$ cat src/rtl/srb_pkg.sv
package srb_pkg;

  localparam int REG_W = 32;

  // word addresses whose position software depends on
  localparam int W_CTRL  = 0;
  localparam int W_STAT  = 4;
  localparam int W_DATA  = 8;
  localparam int W_BAUD  = 12;
  localparam int W_CTRL2 = 16;

  // bit positions decoded by neighbours
  localparam int CTRL_ON_BIT     = 15;
  localparam int CTRL_MASTER_BIT = 5;
  localparam int STAT_EMPTY_BIT  = 5;
  localparam int STAT_ROV_BIT    = 6;
  localparam int STAT_TUR_BIT    = 8;
  localparam int STAT_FERR_BIT   = 12;
  localparam int STAT_TXLVL_LSB  = 16;
  localparam int STAT_RXLVL_LSB  = 24;
  localparam int C2_TUR_EN_BIT   = 10;
  localparam int C2_ROV_EN_BIT   = 11;
  localparam int C2_FERR_EN_BIT  = 12;

  localparam logic [REG_W-1:0] STAT_SW_MASK =
    (REG_W'(1) << STAT_ROV_BIT) | (REG_W'(1) << STAT_TUR_BIT) |
    (REG_W'(1) << STAT_FERR_BIT);

  typedef enum logic [2:0] {
    TGT_NONE, TGT_CTRL, TGT_STAT, TGT_DATA, TGT_BAUD, TGT_CTRL2
  } tgt_e;

  // order matches the word offset inside an aliased group
  typedef enum logic [1:0] {
    OP_WRITE = 2'd0, OP_CLR = 2'd1, OP_SET = 2'd2, OP_INV = 2'd3
  } op_e;

  typedef struct packed {
    logic wrStb;
    logic rdStb;
    tgt_e tgt;
    op_e  op;
  } strobe_t;

  function automatic logic [REG_W-1:0] applyOp(
    input logic [REG_W-1:0] oldVal,
    input logic [REG_W-1:0] wd,
    input op_e op
  );
    case (op)
      OP_CLR:  applyOp = oldVal & ~wd;
      OP_SET:  applyOp = oldVal | wd;
      OP_INV:  applyOp = oldVal ^ wd;
      default: applyOp = wd;
    endcase
  endfunction

endpackage

$ cat src/rtl/srb_ctrl.sv
module srb_ctrl
  import srb_pkg::*;
#(
  parameter int ADDR_W = 5
) (
  input  logic              busSel,
  input  logic              busWr,
  input  logic [ADDR_W-1:0] busAddr,
  output strobe_t           stb
);

  logic [ADDR_W-1:0] wordBase;
  logic [1:0]        wordOff;

  assign wordBase = {busAddr[ADDR_W-1:2], 2'b00};
  assign wordOff  = busAddr[1:0];

  always_comb begin
    stb.wrStb = busSel & busWr;
    stb.rdStb = busSel & ~busWr;
    stb.op    = op_e'(wordOff);
    stb.tgt   = TGT_NONE;
    if (wordBase == ADDR_W'(W_CTRL)) begin
      stb.tgt = TGT_CTRL;
    end else if (wordBase == ADDR_W'(W_STAT)) begin
      stb.tgt = TGT_STAT;
    end else if (wordBase == ADDR_W'(W_CTRL2)) begin
      stb.tgt = TGT_CTRL2;
    end else if (busAddr == ADDR_W'(W_DATA)) begin
      stb.tgt = TGT_DATA;
      stb.op  = OP_WRITE;
    end else if (busAddr == ADDR_W'(W_BAUD)) begin
      stb.tgt = TGT_BAUD;
      stb.op  = OP_WRITE;
    end
  end

endmodule

$ cat src/rtl/srb_datapath.sv
module srb_datapath
  import srb_pkg::*;
#(
  parameter int BAUD_W = 9,
  parameter int LVL_W  = 5
) (
  input  logic              clk,
  input  logic              rst_n,
  input  strobe_t           stb,
  input  logic [REG_W-1:0]  busWdata,
  output logic [REG_W-1:0]  busRdata,
  output logic              busRvalid,
  input  logic [LVL_W-1:0]  txLevel,
  input  logic [LVL_W-1:0]  rxLevel,
  input  logic              rxEmpty,
  input  logic [REG_W-1:0]  rxData,
  output logic              rxPop,
  output logic              txPush,
  output logic [REG_W-1:0]  txData,
  input  logic              rovEvt,
  input  logic              turEvt,
  input  logic              ferrEvt,
  output logic [REG_W-1:0]  ctrlOut,
  output logic [REG_W-1:0]  ctrl2Out,
  output logic [BAUD_W-1:0] baudOut,
  output logic              periphOn,
  output logic              masterSel,
  output logic              faultIrq
);

  localparam int NREG = 3;  // 0 control, 1 status, 2 second control

  logic [REG_W-1:0]  regVal [NREG];
  logic [REG_W-1:0]  hwSetW [NREG];
  logic [BAUD_W-1:0] baudQ;
  logic [REG_W-1:0]  statView;
  logic [REG_W-1:0]  rdNext;
  logic [REG_W-1:0]  rdataQ;
  logic              rvalidQ;

  always_comb begin
    hwSetW[0] = '0;
    hwSetW[1] = '0;
    hwSetW[1][STAT_ROV_BIT]  = rovEvt;
    hwSetW[1][STAT_TUR_BIT]  = turEvt;
    hwSetW[1][STAT_FERR_BIT] = ferrEvt;
    hwSetW[2] = '0;
  end

  // aliased registers: one instance of the same update path each
  for (genvar g = 0; g < NREG; g++) begin : g_areg
    localparam tgt_e MY_TGT = (g == 0) ? TGT_CTRL : (g == 1) ? TGT_STAT : TGT_CTRL2;
    localparam logic [REG_W-1:0] MY_MASK = (g == 1) ? STAT_SW_MASK : '1;
    logic             hit;
    logic [REG_W-1:0] q;
    logic [REG_W-1:0] nxt;

    assign hit = stb.wrStb && (stb.tgt == MY_TGT);

    always_comb begin
      nxt = hit ? applyOp(q, busWdata, stb.op) : q;
      nxt = (nxt | hwSetW[g]) & MY_MASK;  // hardware set wins over clear
    end

    always_ff @(posedge clk or negedge rst_n) begin
      if (!rst_n) q <= '0;
      else        q <= nxt;
    end

    assign regVal[g] = q;
  end

  always_ff @(posedge clk or negedge rst_n) begin
    if (!rst_n) begin
      baudQ <= '0;
    end else if (stb.wrStb && stb.tgt == TGT_BAUD) begin
      baudQ <= busWdata[BAUD_W-1:0];
    end
  end

  always_comb begin
    statView = regVal[1];
    statView[STAT_EMPTY_BIT] = rxEmpty;
    statView[STAT_TXLVL_LSB +: LVL_W] = txLevel;
    statView[STAT_RXLVL_LSB +: LVL_W] = rxLevel;
  end

  always_comb begin
    rdNext = '0;
    case (stb.tgt)
      TGT_CTRL:  if (stb.op == OP_WRITE) rdNext = regVal[0];
      TGT_STAT:  if (stb.op == OP_WRITE) rdNext = statView;
      TGT_CTRL2: if (stb.op == OP_WRITE) rdNext = regVal[2];
      TGT_DATA:  if (!rxEmpty) rdNext = rxData;
      TGT_BAUD:  rdNext = REG_W'(baudQ);
      default:   rdNext = '0;
    endcase
  end

  always_ff @(posedge clk or negedge rst_n) begin
    if (!rst_n) begin
      rdataQ  <= '0;
      rvalidQ <= 1'b0;
    end else begin
      rdataQ  <= stb.rdStb ? rdNext : '0;
      rvalidQ <= stb.wrStb | stb.rdStb;
    end
  end

  assign busRdata  = rdataQ;
  assign busRvalid = rvalidQ;
  assign rxPop     = stb.rdStb && (stb.tgt == TGT_DATA) && !rxEmpty;
  assign txPush    = stb.wrStb && (stb.tgt == TGT_DATA);
  assign txData    = busWdata;
  assign ctrlOut   = regVal[0];
  assign ctrl2Out  = regVal[2];
  assign baudOut   = baudQ;
  assign periphOn  = regVal[0][CTRL_ON_BIT];
  assign masterSel = regVal[0][CTRL_MASTER_BIT];
  assign faultIrq  = (regVal[1][STAT_TUR_BIT]  & regVal[2][C2_TUR_EN_BIT]) |
                     (regVal[1][STAT_ROV_BIT]  & regVal[2][C2_ROV_EN_BIT]) |
                     (regVal[1][STAT_FERR_BIT] & regVal[2][C2_FERR_EN_BIT]);

  // ---------------- assertions ----------------
  p_resp_next_r2: assert property (@(posedge clk) disable iff (!rst_n)
    (stb.wrStb || stb.rdStb) |=> busRvalid);

  p_clear_done_r3: assert property (@(posedge clk) disable iff (!rst_n)
    (stb.wrStb && stb.tgt == TGT_CTRL && stb.op == OP_CLR) |=>
      ((ctrlOut & $past(busWdata)) == '0));

  p_set_done_r4: assert property (@(posedge clk) disable iff (!rst_n)
    (stb.wrStb && stb.tgt == TGT_CTRL2 && stb.op == OP_SET) |=>
      ((ctrl2Out & $past(busWdata)) == $past(busWdata)));

  p_toggle_done_r5: assert property (@(posedge clk) disable iff (!rst_n)
    (stb.wrStb && stb.tgt == TGT_CTRL && stb.op == OP_INV) |=>
      (ctrlOut == $past(ctrlOut ^ busWdata)));

  p_baud_upper_zero_r6: assert property (@(posedge clk) disable iff (!rst_n)
    (stb.rdStb && stb.tgt == TGT_BAUD) |=> (busRdata[REG_W-1:BAUD_W] == '0));

  p_overflow_sticky_r8: assert property (@(posedge clk) disable iff (!rst_n)
    (regVal[1][STAT_ROV_BIT] && !(stb.wrStb && stb.tgt == TGT_STAT)) |=>
      regVal[1][STAT_ROV_BIT]);

  p_event_sets_r8: assert property (@(posedge clk) disable iff (!rst_n)
    rovEvt |=> regVal[1][STAT_ROV_BIT]);

  p_empty_read_zero_r10: assert property (@(posedge clk) disable iff (!rst_n)
    (stb.rdStb && stb.tgt == TGT_DATA && rxEmpty) |=> (busRdata == '0));

  p_reserved_inert_r12: assert property (@(posedge clk) disable iff (!rst_n)
    (stb.wrStb && stb.tgt == TGT_NONE) |=>
      ($stable(ctrlOut) && $stable(ctrl2Out) && $stable(baudOut)));

endmodule

$ cat src/rtl/serial_reg_bank.sv
module serial_reg_bank
  import srb_pkg::*;
#(
  parameter int ADDR_W = 5,
  parameter int BAUD_W = 9,
  parameter int LVL_W  = 5
) (
  input  logic              clk,
  input  logic              rst_n,
  input  logic              busSel,
  input  logic              busWr,
  input  logic [ADDR_W-1:0] busAddr,
  input  logic [31:0]       busWdata,
  output logic [31:0]       busRdata,
  output logic              busRvalid,
  input  logic [LVL_W-1:0]  txLevel,
  input  logic [LVL_W-1:0]  rxLevel,
  input  logic              rxEmpty,
  input  logic [31:0]       rxData,
  output logic              rxPop,
  output logic              txPush,
  output logic [31:0]       txData,
  input  logic              rovEvt,
  input  logic              turEvt,
  input  logic              ferrEvt,
  output logic [31:0]       ctrlOut,
  output logic [31:0]       ctrl2Out,
  output logic [BAUD_W-1:0] baudOut,
  output logic              periphOn,
  output logic              masterSel,
  output logic              faultIrq
);

  strobe_t stb;

  srb_ctrl #(.ADDR_W(ADDR_W)) u_ctrl (
    .busSel  (busSel),
    .busWr   (busWr),
    .busAddr (busAddr),
    .stb     (stb)
  );

  srb_datapath #(.BAUD_W(BAUD_W), .LVL_W(LVL_W)) u_dp (
    .clk       (clk),
    .rst_n     (rst_n),
    .stb       (stb),
    .busWdata  (busWdata),
    .busRdata  (busRdata),
    .busRvalid (busRvalid),
    .txLevel   (txLevel),
    .rxLevel   (rxLevel),
    .rxEmpty   (rxEmpty),
    .rxData    (rxData),
    .rxPop     (rxPop),
    .txPush    (txPush),
    .txData    (txData),
    .rovEvt    (rovEvt),
    .turEvt    (turEvt),
    .ferrEvt   (ferrEvt),
    .ctrlOut   (ctrlOut),
    .ctrl2Out  (ctrl2Out),
    .baudOut   (baudOut),
    .periphOn  (periphOn),
    .masterSel (masterSel),
    .faultIrq  (faultIrq)
  );

  p_no_resp_idle_r2: assert property (@(posedge clk) disable iff (!rst_n)
    !busSel |=> !busRvalid);

endmodule

$ cat config.mk
export PLATFORM = sky130hd
export DESIGN_NAME = serial_reg_bank
export DESIGN_NICKNAME = d
export VERILOG_FILES = /design/src/rtl/srb_pkg.sv /design/src/rtl/srb_ctrl.sv /design/src/rtl/srb_datapath.sv /design/src/rtl/serial_reg_bank.sv
export SDC_FILE = /design/constraint.sdc
export NUM_CORES = 1
export LEC_CHECK = 0
export BUFFER_PORTS_ARGS = -buffer_cell sky130_fd_sc_hd__buf_2
export CAP_MARGIN = 25
export CORE_ASPECT_RATIO = 0.9
export CORE_MARGIN = 2
export CORE_UTILIZATION = 47
export CTS_CLUSTER_DIAMETER = 60
export DETAILED_ROUTE_END_ITERATION = 16
export PLACE_DENSITY = 0.77
export SLEW_MARGIN = 20
export SYNTH_ARGS = -nofsm -noshare
export SYNTH_HDL_FRONTEND = slang
export SYNTH_SLANG_ARGS = --single-unit
$ cat constraint.sdc
create_clock -name clk -period 1.43 [get_ports clk]
set_input_delay 0.143 -clock clk [delete_from_list [all_inputs] [get_ports clk]]
set_output_delay 0.143 -clock clk [all_outputs]
set_load 0.005 [all_outputs]
==> results of run 1 <==
-- through the flow --
| step | worst slack, ns | total power [mW] | setup TNS [ns] |
|---|---|---|---|
| 2_1_floorplan | -0.130 | 6.10 | -1.61 |
| 3_3_place_gp | -0.125 | 8.07 | -5.18 |
| 3_5_place_dp | -0.163 | 8.35 | -8.52 |
| 4_1_cts | -0.209 | 11.7 | -0.668 |
| 5_1_grt | -0.272 | 14.0 | -3.39 |
| 6_report | -0.198 | 13.2 | -1.56 |
-- layer usage --
metal | vias to the layer above | wire (um)
li1 | 3715 | -
met3 | 108 | 2170
met4 | 0 | 1330
met2 | 435 | 15200
met5 | - | 0
met1 | 4155 | 11300
-- cells by family after synthesis --
family,count (synthesis)
muxes,74
DFF,109
and+or+nand+nor,133
adders and majority gates,134
AOI/OAI and AO/OA,164
buffers and inverters,250
-- final timing paths --
path | startpoint | to | slack [ns]
max in group asynchronous | rst_n | u_dp.ctrlOut[19] | 0.75
min reg2reg | u_dp.baudOut[5] | u_dp.baudOut[5] | 0.55
max | u_dp.ctrl2Out[10] | faultIrq | -0.20
max reg2reg | u_dp.ctrl2Out[11] | u_dp.ctrl2Out[11] | -0.15
min in group asynchronous | rst_n | u_dp.busRdata[2] | 0.11
min | rxData[28] | u_dp.busRdata[28] | 0.02
-- power groups by stage --
stage          Clock, mW  Sequential (mW)  Combinational, mW
6_report            2.57             4.09               6.58
5_1_grt             2.71             4.15               7.09
4_1_cts             2.60             3.96               5.14
3_5_place_dp           0             4.06               4.29
3_3_place_gp           0             4.05               4.03
2_1_floorplan          0             4.09               2.01
-- worst max-delay path, cell delays in order (launching register included) --
cell      delay, ns
dfrtp_2        0.45
buf_4          0.15
a222oi_1       0.29
inv_1          0.09
buf_2          0.14
-- registers in the layout, summed over array words and instances (netlist names) --
register        cells
u_dp.ctrlOut       32
u_dp.busRvalid      1
u_dp.ctrl2Out      32
u_dp.baudOut        9
u_dp.g_areg.q       3
u_dp.busRdata      32
-- cell type report --
type / instances / area share
Antenna cell: 1 / 0.000188
Tap cell: 245 / 0.0230
Inverter: 166 / 0.0469
Timing Repair Buffer: 474 / 0.254
Multi-Input combinational cell: 505 / 0.450
Clock buffer: 9 / 0.0169
Clock inverter: 7 / 0.00497
Sequential cell: 109 / 0.205
-- synthesized netlist by cell type, drive strengths merged, types with 2 or more instances --
| master | n |
|---|---|
| mux2 | 9 |
| or3 | 2 |
| a21oi | 59 |
| nor3 | 2 |
| a22o | 9 |
| ha | 134 |
| a22oi | 21 |
| o211ai | 11 |
| a221o | 2 |
| clkbuf | 22 |
| inv | 165 |
| nor3b | 2 |
| nor2 | 49 |
| o21ai | 50 |
| a222oi | 3 |
| a32oi | 9 |
| dfrtp | 109 |
| buf | 62 |
| mux4 | 64 |
| nand2 | 70 |
-- repair_timing --
item	CTS	global route
hold buffers	3	0
cloned	0	1
hold endpoints to repair	111	0
gates resized for setup	54	223
endpoints found under the setup margin	50	73
setup buffers	63	38
pin swaps	32	54
==> results.sh, run 1 <==
export IMPL_cp_required_ns=1.29
export IMPL_area_growth_pct=52.3
export IMPL_overflow=0
export IMPL_wire_per_inst_um=19.8
export IMPL_cts_tree="yes"
export IMPL_synth_compound_area_frac=0.122
export IMPL_synthFlopType="dfrtp_1"
export IMPL_critPathArrivalTime_ns=1.48
export IMPL_peakVddDrop_mv=0.708
export IMPL_synthXorXnorAreaFrac=0
export IMPL_core_area_mm2=0.0183
export IMPL_post_drt_via_cell_ratio=5.55
export IMPL_gp_congestion=0.808
export IMPL_multi_input_area_mm2=0.00600
export IMPL_final_area_mm2=0.0133
export IMPL_synth_top_area_frac=0.312
export IMPL_synth_cells=864
export IMPL_fin_cells=1516
export IMPL_avgSynthCellArea_um2=10.1
export IMPL_grt_setup_unrepaired="true"
export IMPL_cts_sinks=109
export IMPL_cts_root_buf="clkbuf_16"
export IMPL_initial_core_util=0.477
export IMPL_power_density_mw_per_mm2=993
export IMPL_use_met2=0.468
export IMPL_grt_busiest_layer="met2"
export IMPL_vias=8413
export IMPL_ys_types=38
export IMPL_io_pins=230
export IMPL_yosysSeqAreaShare=0.312
export IMPL_hp_class="in -> reg"
export IMPL_final_util=0.727
export IMPL_period_minus_slack_ns=1.63
export IMPL_final_layout_size_suffix_gt1_frac=0.609
export IMPL_synth_top_family_by_area="adder cells"
export IMPL_ant_nets=0
export IMPL_fp_dieW_um=148
export IMPL_syn_cell_area_mm2=0.00875
export IMPL_drcViolationCount=0
export IMPL_fp_dieH_um=133
export IMPL_outcome="finished with violations"
export IMPL_insertion_delay_ns=0.36
export IMPL_power_switching_mw=4.69
export IMPL_violations="negative setup slack"
export IMPL_die_area_mm2=0.0197
export IMPL_drtPass1Iterations=7
export IMPL_p_int_mw=8.55
export IMPL_place_area_mm2=0.0110
export IMPL_fin_skew_ns=0.0104
export IMPL_antenna_found_initial=2
export IMPL_layout_common_cells="222 x buf_2, 189 x buf_4, 108 x dfrtp_1, 102 x inv_1, 72 x ha_4"
export IMPL_grt_first_pass_wirelength_um=41300
export IMPL_ys_async_sr_fraction=1.00
export IMPL_grt_total_usage=0.268
export IMPL_switching_share=0.354
export IMPL_portBuffers=229
export IMPL_relSlewSlack=0.488
export IMPL_ys_seq_elements=109
export IMPL_grt_met3_usage=0.0476
export IMPL_p_seq_frac=0.309
export IMPL_synth_fa_ha_area_frac=0.192
export IMPL_start_kind="register"
export IMPL_synth_edff_count=0
export IMPL_fmax_mhz=614
export IMPL_post_route_period_util=1.14
export IMPL_num_rows=47
export IMPL_grt_use_met1=0.330
export IMPL_nFillCells=1189
export IMPL_tightestPinTransition_ns=0.765
export IMPL_dp_hpwl_um=18500
export IMPL_setup_viol=33
export IMPL_synth_area_leaders="dfrtp_1 31%, ha_1 19%, mux4_2 16%, inv_1 7.0%, buf_4 3.2%"
export IMPL_final_nets=1486
export IMPL_comb_power_share=0.497
export IMPL_clk_pin_slew_ns=0.09
export IMPL_drt_iter0_markers=594
export IMPL_worst_hold_path_num_cells=3
export IMPL_finalWorstSetupSlack_ns=-0.198
export IMPL_whs_ns=0.0220
export IMPL_finalHoldViolCount=0
export IMPL_crit_path_end_kind="output port"
export IMPL_r2r_cells=6
export IMPL_synthMuxAreaShare=0.177
export IMPL_synth_top_cell_by_area="dfrtp_1"
export IMPL_cts_buffer_depth=2
export IMPL_grt_max_degree=61
export IMPL_h_tree_depth=3
export IMPL_routed_wl_um=30100
export IMPL_max_cap_viol_count=0
export IMPL_grt_pass1_vias=8123
export IMPL_leakage_nw=6.25
export IMPL_criticalPathCategory="reg -> out"
export IMPL_syn_num_nets=1085
export IMPL_yosysWarningCount=0
export IMPL_drv_slew=0
export IMPL_cts_made_buffers=9
export IMPL_seq_area_mm2=0.00273
export IMPL_pwr_share_clk=0.194
export IMPL_final_common_cell="buf_2"
export IMPL_critPathMaxFanout=2
export IMPL_place_inst=1395
export IMPL_synth_simple_area_share=0.0698
No activity file was read; power rests on OpenSTA's default activity.
==> run 2: changes to the inputs <==
BUFFER_PORTS_ARGS = -buffer_cell sky130_fd_sc_hd__clkbuf_2   (was -buffer_cell sky130_fd_sc_hd__buf_2)
==> run 2 against run 1 <==
Net effect: the flow still finishes with violations (negative setup slack); total power increased by 5.4%; register-to-register slack improved by 0.03 ns; setup slack improved by 0.031 ns; final cell count increased by 1.3%; critical endpoint unchanged; highest routed layer unchanged.
==> results.sh, run 2 (synthesis results as in run 1) <==
export IMPL_outcome="finished with violations"
export IMPL_violations="negative setup slack"
export IMPL_dp_worst_setup_slack_ns=-0.211
export IMPL_critPathBufInv=3
export IMPL_drt_iter0_markers=662
export IMPL_drtPass1Iterations=6
export IMPL_leakage_nw=6.38
export IMPL_fp_dieW_um=148
export IMPL_cts_root_buf="clkbuf_16"
export IMPL_worstReg2RegStart="u_dp.ctrl2Out[11]"
export IMPL_peakVddDrop_mv=0.667
export IMPL_clk_pin_slew_ns=0.08
export IMPL_relSlewSlack=0.449
export IMPL_final_layout_size_suffix_gt1_frac=0.619
export IMPL_die_area_mm2=0.0197
export IMPL_multi_input_area_mm2=0.00600
export IMPL_cts_buffer_depth=2
export IMPL_grt_met3_usage=0.0469
export IMPL_drv_slew=0
export IMPL_critPathArrivalTime_ns=1.45
export IMPL_layout_common_cells="224 x clkbuf_2, 208 x buf_4, 107 x dfrtp_1, 103 x inv_1, 71 x ha_4"
export IMPL_wire_per_inst_um=20.5
export IMPL_cp_required_ns=1.29
export IMPL_crit_family="flip-flops"
export IMPL_finalHoldViolCount=0
export IMPL_cts_tree="yes"
export IMPL_fmax_mhz=626
export IMPL_crit_path_end_kind="output port"
export IMPL_place_area_mm2=0.0110
export IMPL_grt_busiest_layer="met2"
export IMPL_vias=8620
export IMPL_setup_viol=39
export IMPL_insertion_delay_ns=0.36
export IMPL_criticalPathCategory="reg -> out"
export IMPL_portBuffers=229
export IMPL_power_density_mw_per_mm2=1030
export IMPL_min_from="ferrEvt"
export IMPL_nFillCells=1210
export IMPL_final_area_mm2=0.0135
export IMPL_fp_dieH_um=133
export IMPL_grt_use_met1=0.354
export IMPL_whs_ns=0.0178
export IMPL_period_minus_slack_ns=1.60
export IMPL_post_drt_via_cell_ratio=5.62
export IMPL_tightestPinTransition_ns=0.824
export IMPL_use_met2=0.492
export IMPL_cts_sinks=109
export IMPL_grt_setup_unrepaired="true"
export IMPL_finalWorstSetupSlack_ns=-0.167
export IMPL_place_inst=1393
export IMPL_antenna_cells=0
export IMPL_seq_area_mm2=0.00273
export IMPL_crit_path_start="u_dp.ctrl2Out[11]"
export IMPL_io_pins=230
export IMPL_start_kind="register"
export IMPL_final_util=0.735
export IMPL_design_power_total_mw=14.0
export IMPL_dp_hpwl_um=19000
export IMPL_final_nets=1506
export IMPL_cts_made_buffers=9
export IMPL_critical_path_max_stage_delay_ns=0.41
export IMPL_max_cap_viol_count=0
export IMPL_grt_pass1_vias=8305
export IMPL_grt_max_degree=52
export IMPL_critPathMaxFanout=2
export IMPL_core_area_mm2=0.0183
export IMPL_routed_wl_um=31500
export IMPL_worstPathCellList="buf_6, a222oi_1, inv_1, clkbuf_2"
export IMPL_finalSetupTns_ns=-1.40
export IMPL_area_growth_pct=54.1
export IMPL_slowest_stage="dfrtp_1"
export IMPL_fin_cells=1535
export IMPL_overflow=0
export IMPL_drcViolationCount=0
export IMPL_h_tree_depth=3
export IMPL_grt_total_usage=0.280
export IMPL_final_common_cell="clkbuf_2"
export IMPL_grt_first_pass_wirelength_um=43300
export IMPL_ant_nets=0
export IMPL_post_route_period_util=1.12
export IMPL_gp_congestion=0.838
export IMPL_fin_skew_ns=0.0128
export IMPL_initial_core_util=0.477
export IMPL_num_rows=47
export IMPL_antenna_found_initial=0
export IMPL_hp_class="in -> reg"
run 2: cell types whose count changed in the layout (fill, tap and decap cells not counted), sizes merged:
| cell | previous run | this run |
|---|---|---|
| diode | 1 | 0 |
| clkinvlp | 2 | 0 |
| clkbuf | 10 | 234 |
| dlygate4sd3 | 3 | 4 |
| buf | 470 | 266 |
| inv | 169 | 167 |
| bufinv | 0 | 3 |
run 2: repair_timing:
| action | 4_1_cts | 5_1_grt |
|---|---|---|
| resized for setup | 54 | 229 |
| endpoints found under the setup margin | 50 | 70 |
| hold buffers | 4 | 0 |
| hold endpoints to repair | 112 | 0 |
| pin swaps | 30 | 60 |
| buffers inserted | 80 | 44 |
run 2: worst paths after layout:
kind / depth (start not counted) / slack (ns) / end
setup / recovery: 4 / -0.17 / faultIrq
hold / removal: 2 / 0.02 / u_dp.g_areg[1].q[12]
setup reg to reg: 6 / -0.12 / u_dp.ctrl2Out[11]
hold reg to reg: 1 / 0.55 / u_dp.baudOut[5]
max in group asynchronous: 3 / 0.63 / u_dp.ctrl2Out[24]
min in group asynchronous: 2 / 0.20 / u_dp.ctrlOut[2]
run 2: final cells by class:
class / count / share of cell area
repair buffers: 494 / 0.259
multi-input cells: 505 / 0.445
flip-flops and latches: 109 / 0.202
well taps: 245 / 0.0227
clock inverters: 6 / 0.00807
inverters: 166 / 0.0462
clock buffers: 10 / 0.0170
run 2: metal layers:
layer  part of all wire  routed length (um)
met5                  0                   0
met4              0.049                1550
met3              0.073                2310
met2               0.51               16000
met1               0.37               11700
run 2: power by group:
group / internal (mW) / leakage, nW / switching (mW)
Combinational: 3.92 / 4.90 / 2.95
Sequential: 3.57 / 1.31 / 0.542
Clock: 1.72 / 0.167 / 1.25
==> run 3: changes to the inputs <==
PLACE_DENSITY = 0.86   (was 0.77)
==> run 3 against run 2 <==
Net effect: the flow still finishes with violations (negative setup slack); setup slack got worse by 0.058 ns; final cell count fell by 0.13%; clock power rose by 3%; largest cell class unchanged; largest power group unchanged.
==> results.sh, run 3 (synthesis results as in run 1) <==
export IMPL_fmax_mhz=604
export IMPL_violations="negative setup slack"
export IMPL_worstPathCellList="buf_6, a222oi_1, inv_1, clkbuf_2"
export IMPL_h_tree_depth=3
export IMPL_max_cap_viol_count=0
export IMPL_antenna_found_initial=2
export IMPL_crit_family="flip-flops"
export IMPL_switching_share=0.338
export IMPL_fp_dieW_um=148
export IMPL_num_rows=47
export IMPL_cts_root_buf="clkbuf_16"
export IMPL_power_switching_mw=4.72
export IMPL_gp_congestion=0.866
export IMPL_routed_wl_um=32200
export IMPL_tightestPinTransition_ns=0.894
export IMPL_post_route_period_util=1.16
export IMPL_drt_iter0_markers=661
export IMPL_initial_core_util=0.477
export IMPL_overflow=0
export IMPL_clk_pin_slew_ns=0.08
export IMPL_final_layout_size_suffix_gt1_frac=0.620
export IMPL_start_kind="register"
export IMPL_outcome="finished with violations"
export IMPL_peakVddDrop_mv=0.787
export IMPL_cts_tree="yes"
export IMPL_fp_dieH_um=133
export IMPL_dp_hpwl_um=19700
export IMPL_worst_hold_path_num_cells=3
export IMPL_reg2reg_slack_ns=-0.15
export IMPL_min_from="rxData[27]"
export IMPL_grt_setup_unrepaired="true"
export IMPL_finalWorstSetupSlack_ns=-0.225
export IMPL_cts_sinks=109
export IMPL_area_growth_pct=53.5
export IMPL_antenna_cells=0
export IMPL_drv_slew=0
export IMPL_grt_pass1_vias=8734
export IMPL_finalSetupTns_ns=-2.07
export IMPL_power_density_mw_per_mm2=1040
export IMPL_min_to="u_dp.busRdata[27]"
export IMPL_cp_required_ns=1.29
export IMPL_vias=8655
export IMPL_drtPass1Iterations=7
export IMPL_r2r_end="u_dp.ctrl2Out[11]"
export IMPL_critPathArrivalTime_ns=1.51
export IMPL_io_pins=230
export IMPL_hp_class="in -> reg"
export IMPL_drcViolationCount=0
export IMPL_p_seq_frac=0.293
export IMPL_criticalPathCategory="reg -> out"
export IMPL_grt_first_pass_wirelength_um=44400
export IMPL_pwr_share_clk=0.220
export IMPL_critPathBufInv=3
export IMPL_ant_nets=0
export IMPL_dp_worst_setup_slack_ns=-0.202
export IMPL_leakage_nw=6.35
export IMPL_final_nets=1504
export IMPL_r2r_cells=6
export IMPL_die_area_mm2=0.0197
export IMPL_portBuffers=229
export IMPL_slowest_stage="dfrtp_1"
export IMPL_finalHoldViolCount=0
export IMPL_wire_per_inst_um=21.0
export IMPL_post_drt_via_cell_ratio=5.65
export IMPL_grt_total_usage=0.291
export IMPL_crit_path_end_kind="output port"
export IMPL_setup_viol=51
export IMPL_nFillCells=1161
export IMPL_comb_power_share=0.487
export IMPL_fin_skew_ns=0.00827
export IMPL_grt_max_degree=47
export IMPL_critPathMaxFanout=2
export IMPL_design_power_total_mw=14.0
export IMPL_critical_path_max_stage_delay_ns=0.42
export IMPL_layout_common_cells="224 x clkbuf_2, 207 x buf_4, 109 x dfrtp_1, 102 x inv_1"
export IMPL_relSlewSlack=0.402
export IMPL_p_int_mw=9.24
export IMPL_cts_made_buffers=9
export IMPL_worstReg2RegStart="u_dp.ctrl2Out[11]"
export IMPL_final_common_cell="clkbuf_2"
export IMPL_cts_buffer_depth=2
export IMPL_period_minus_slack_ns=1.65
export IMPL_insertion_delay_ns=0.36
export IMPL_core_area_mm2=0.0183
[run 3: timing repair]
| action | CTS | global route |
|---|---|---|
| hold buffers | 4 | 0 |
| gates resized for setup | 88 | 197 |
| pin swaps | 19 | 49 |
| setup buffers | 86 | 34 |
| endpoints found under the setup margin | 59 | 72 |
| endpoints found under the hold margin | 24 | 0 |
[run 3: stage by stage]
step                instance area, um^2  instances   util  hold slack (ns)
floorplan                          8790        864      -           -0.153
global placement                  10900       1394  0.596           0.0990
detailed placement                10900       1394  0.596            0.103
CTS                               12300       1500  0.670         0.000160
global route                      13400       1533  0.732           0.0181
finish                            13400       1533  0.732           0.0246
[run 3: worst max-delay path by stage]
stage / start / endpoint / slack, ns / cells past startpoint
3_3_place_gp: busAddr[1] / u_dp.busRdata[31] / -0.16 / 6
6_report: u_dp.ctrl2Out[10] / faultIrq / -0.22 / 4
3_5_place_dp: busAddr[1] / u_dp.busRdata[31] / -0.20 / 6
2_1_floorplan: busAddr[4] / rxPop / -0.13 / 5
4_1_cts: u_dp.ctrl2Out[10] / faultIrq / -0.22 / 4
5_1_grt: u_dp.ctrl2Out[10] / faultIrq / -0.29 / 4
[run 3: cell type report]
type | count | area, um^2 | share of cell area
Sequential cell | 109 | 2730 | 0.203
Clock buffer | 11 | 253 | 0.0188
Clock inverter | 5 | 106 | 0.00792
Inverter | 166 | 626 | 0.0466
Tap cell | 245 | 307 | 0.0228
Multi-Input combinational cell | 505 | 5960 | 0.444
Timing Repair Buffer | 492 | 3450 | 0.257
[run 3: metal layers]
layer	wire, um	track usage	vias up
li1	-	-	3742
met1	11300	0.340	4222
met3	2480	0.0500	156
met5	13	0	-
met2	16500	0.506	533
met4	1820	0.168	2
[run 3: power groups by stage]
stage	logic [mW]	registers [mW]	clock network, mW
after floorplan	2.01	4.09	0
after global placement	3.97	4.05	0
after detailed placement	4.32	4.06	0
after CTS	5.48	3.97	3.10
after global routing	7.32	4.14	3.23
final	6.80	4.09	3.07
[run 3: worst min-delay path, stage by stage]
cell	delay (ns)
clkbuf_2	0.10
nand2_1	0.05
a21oi_1	0.05
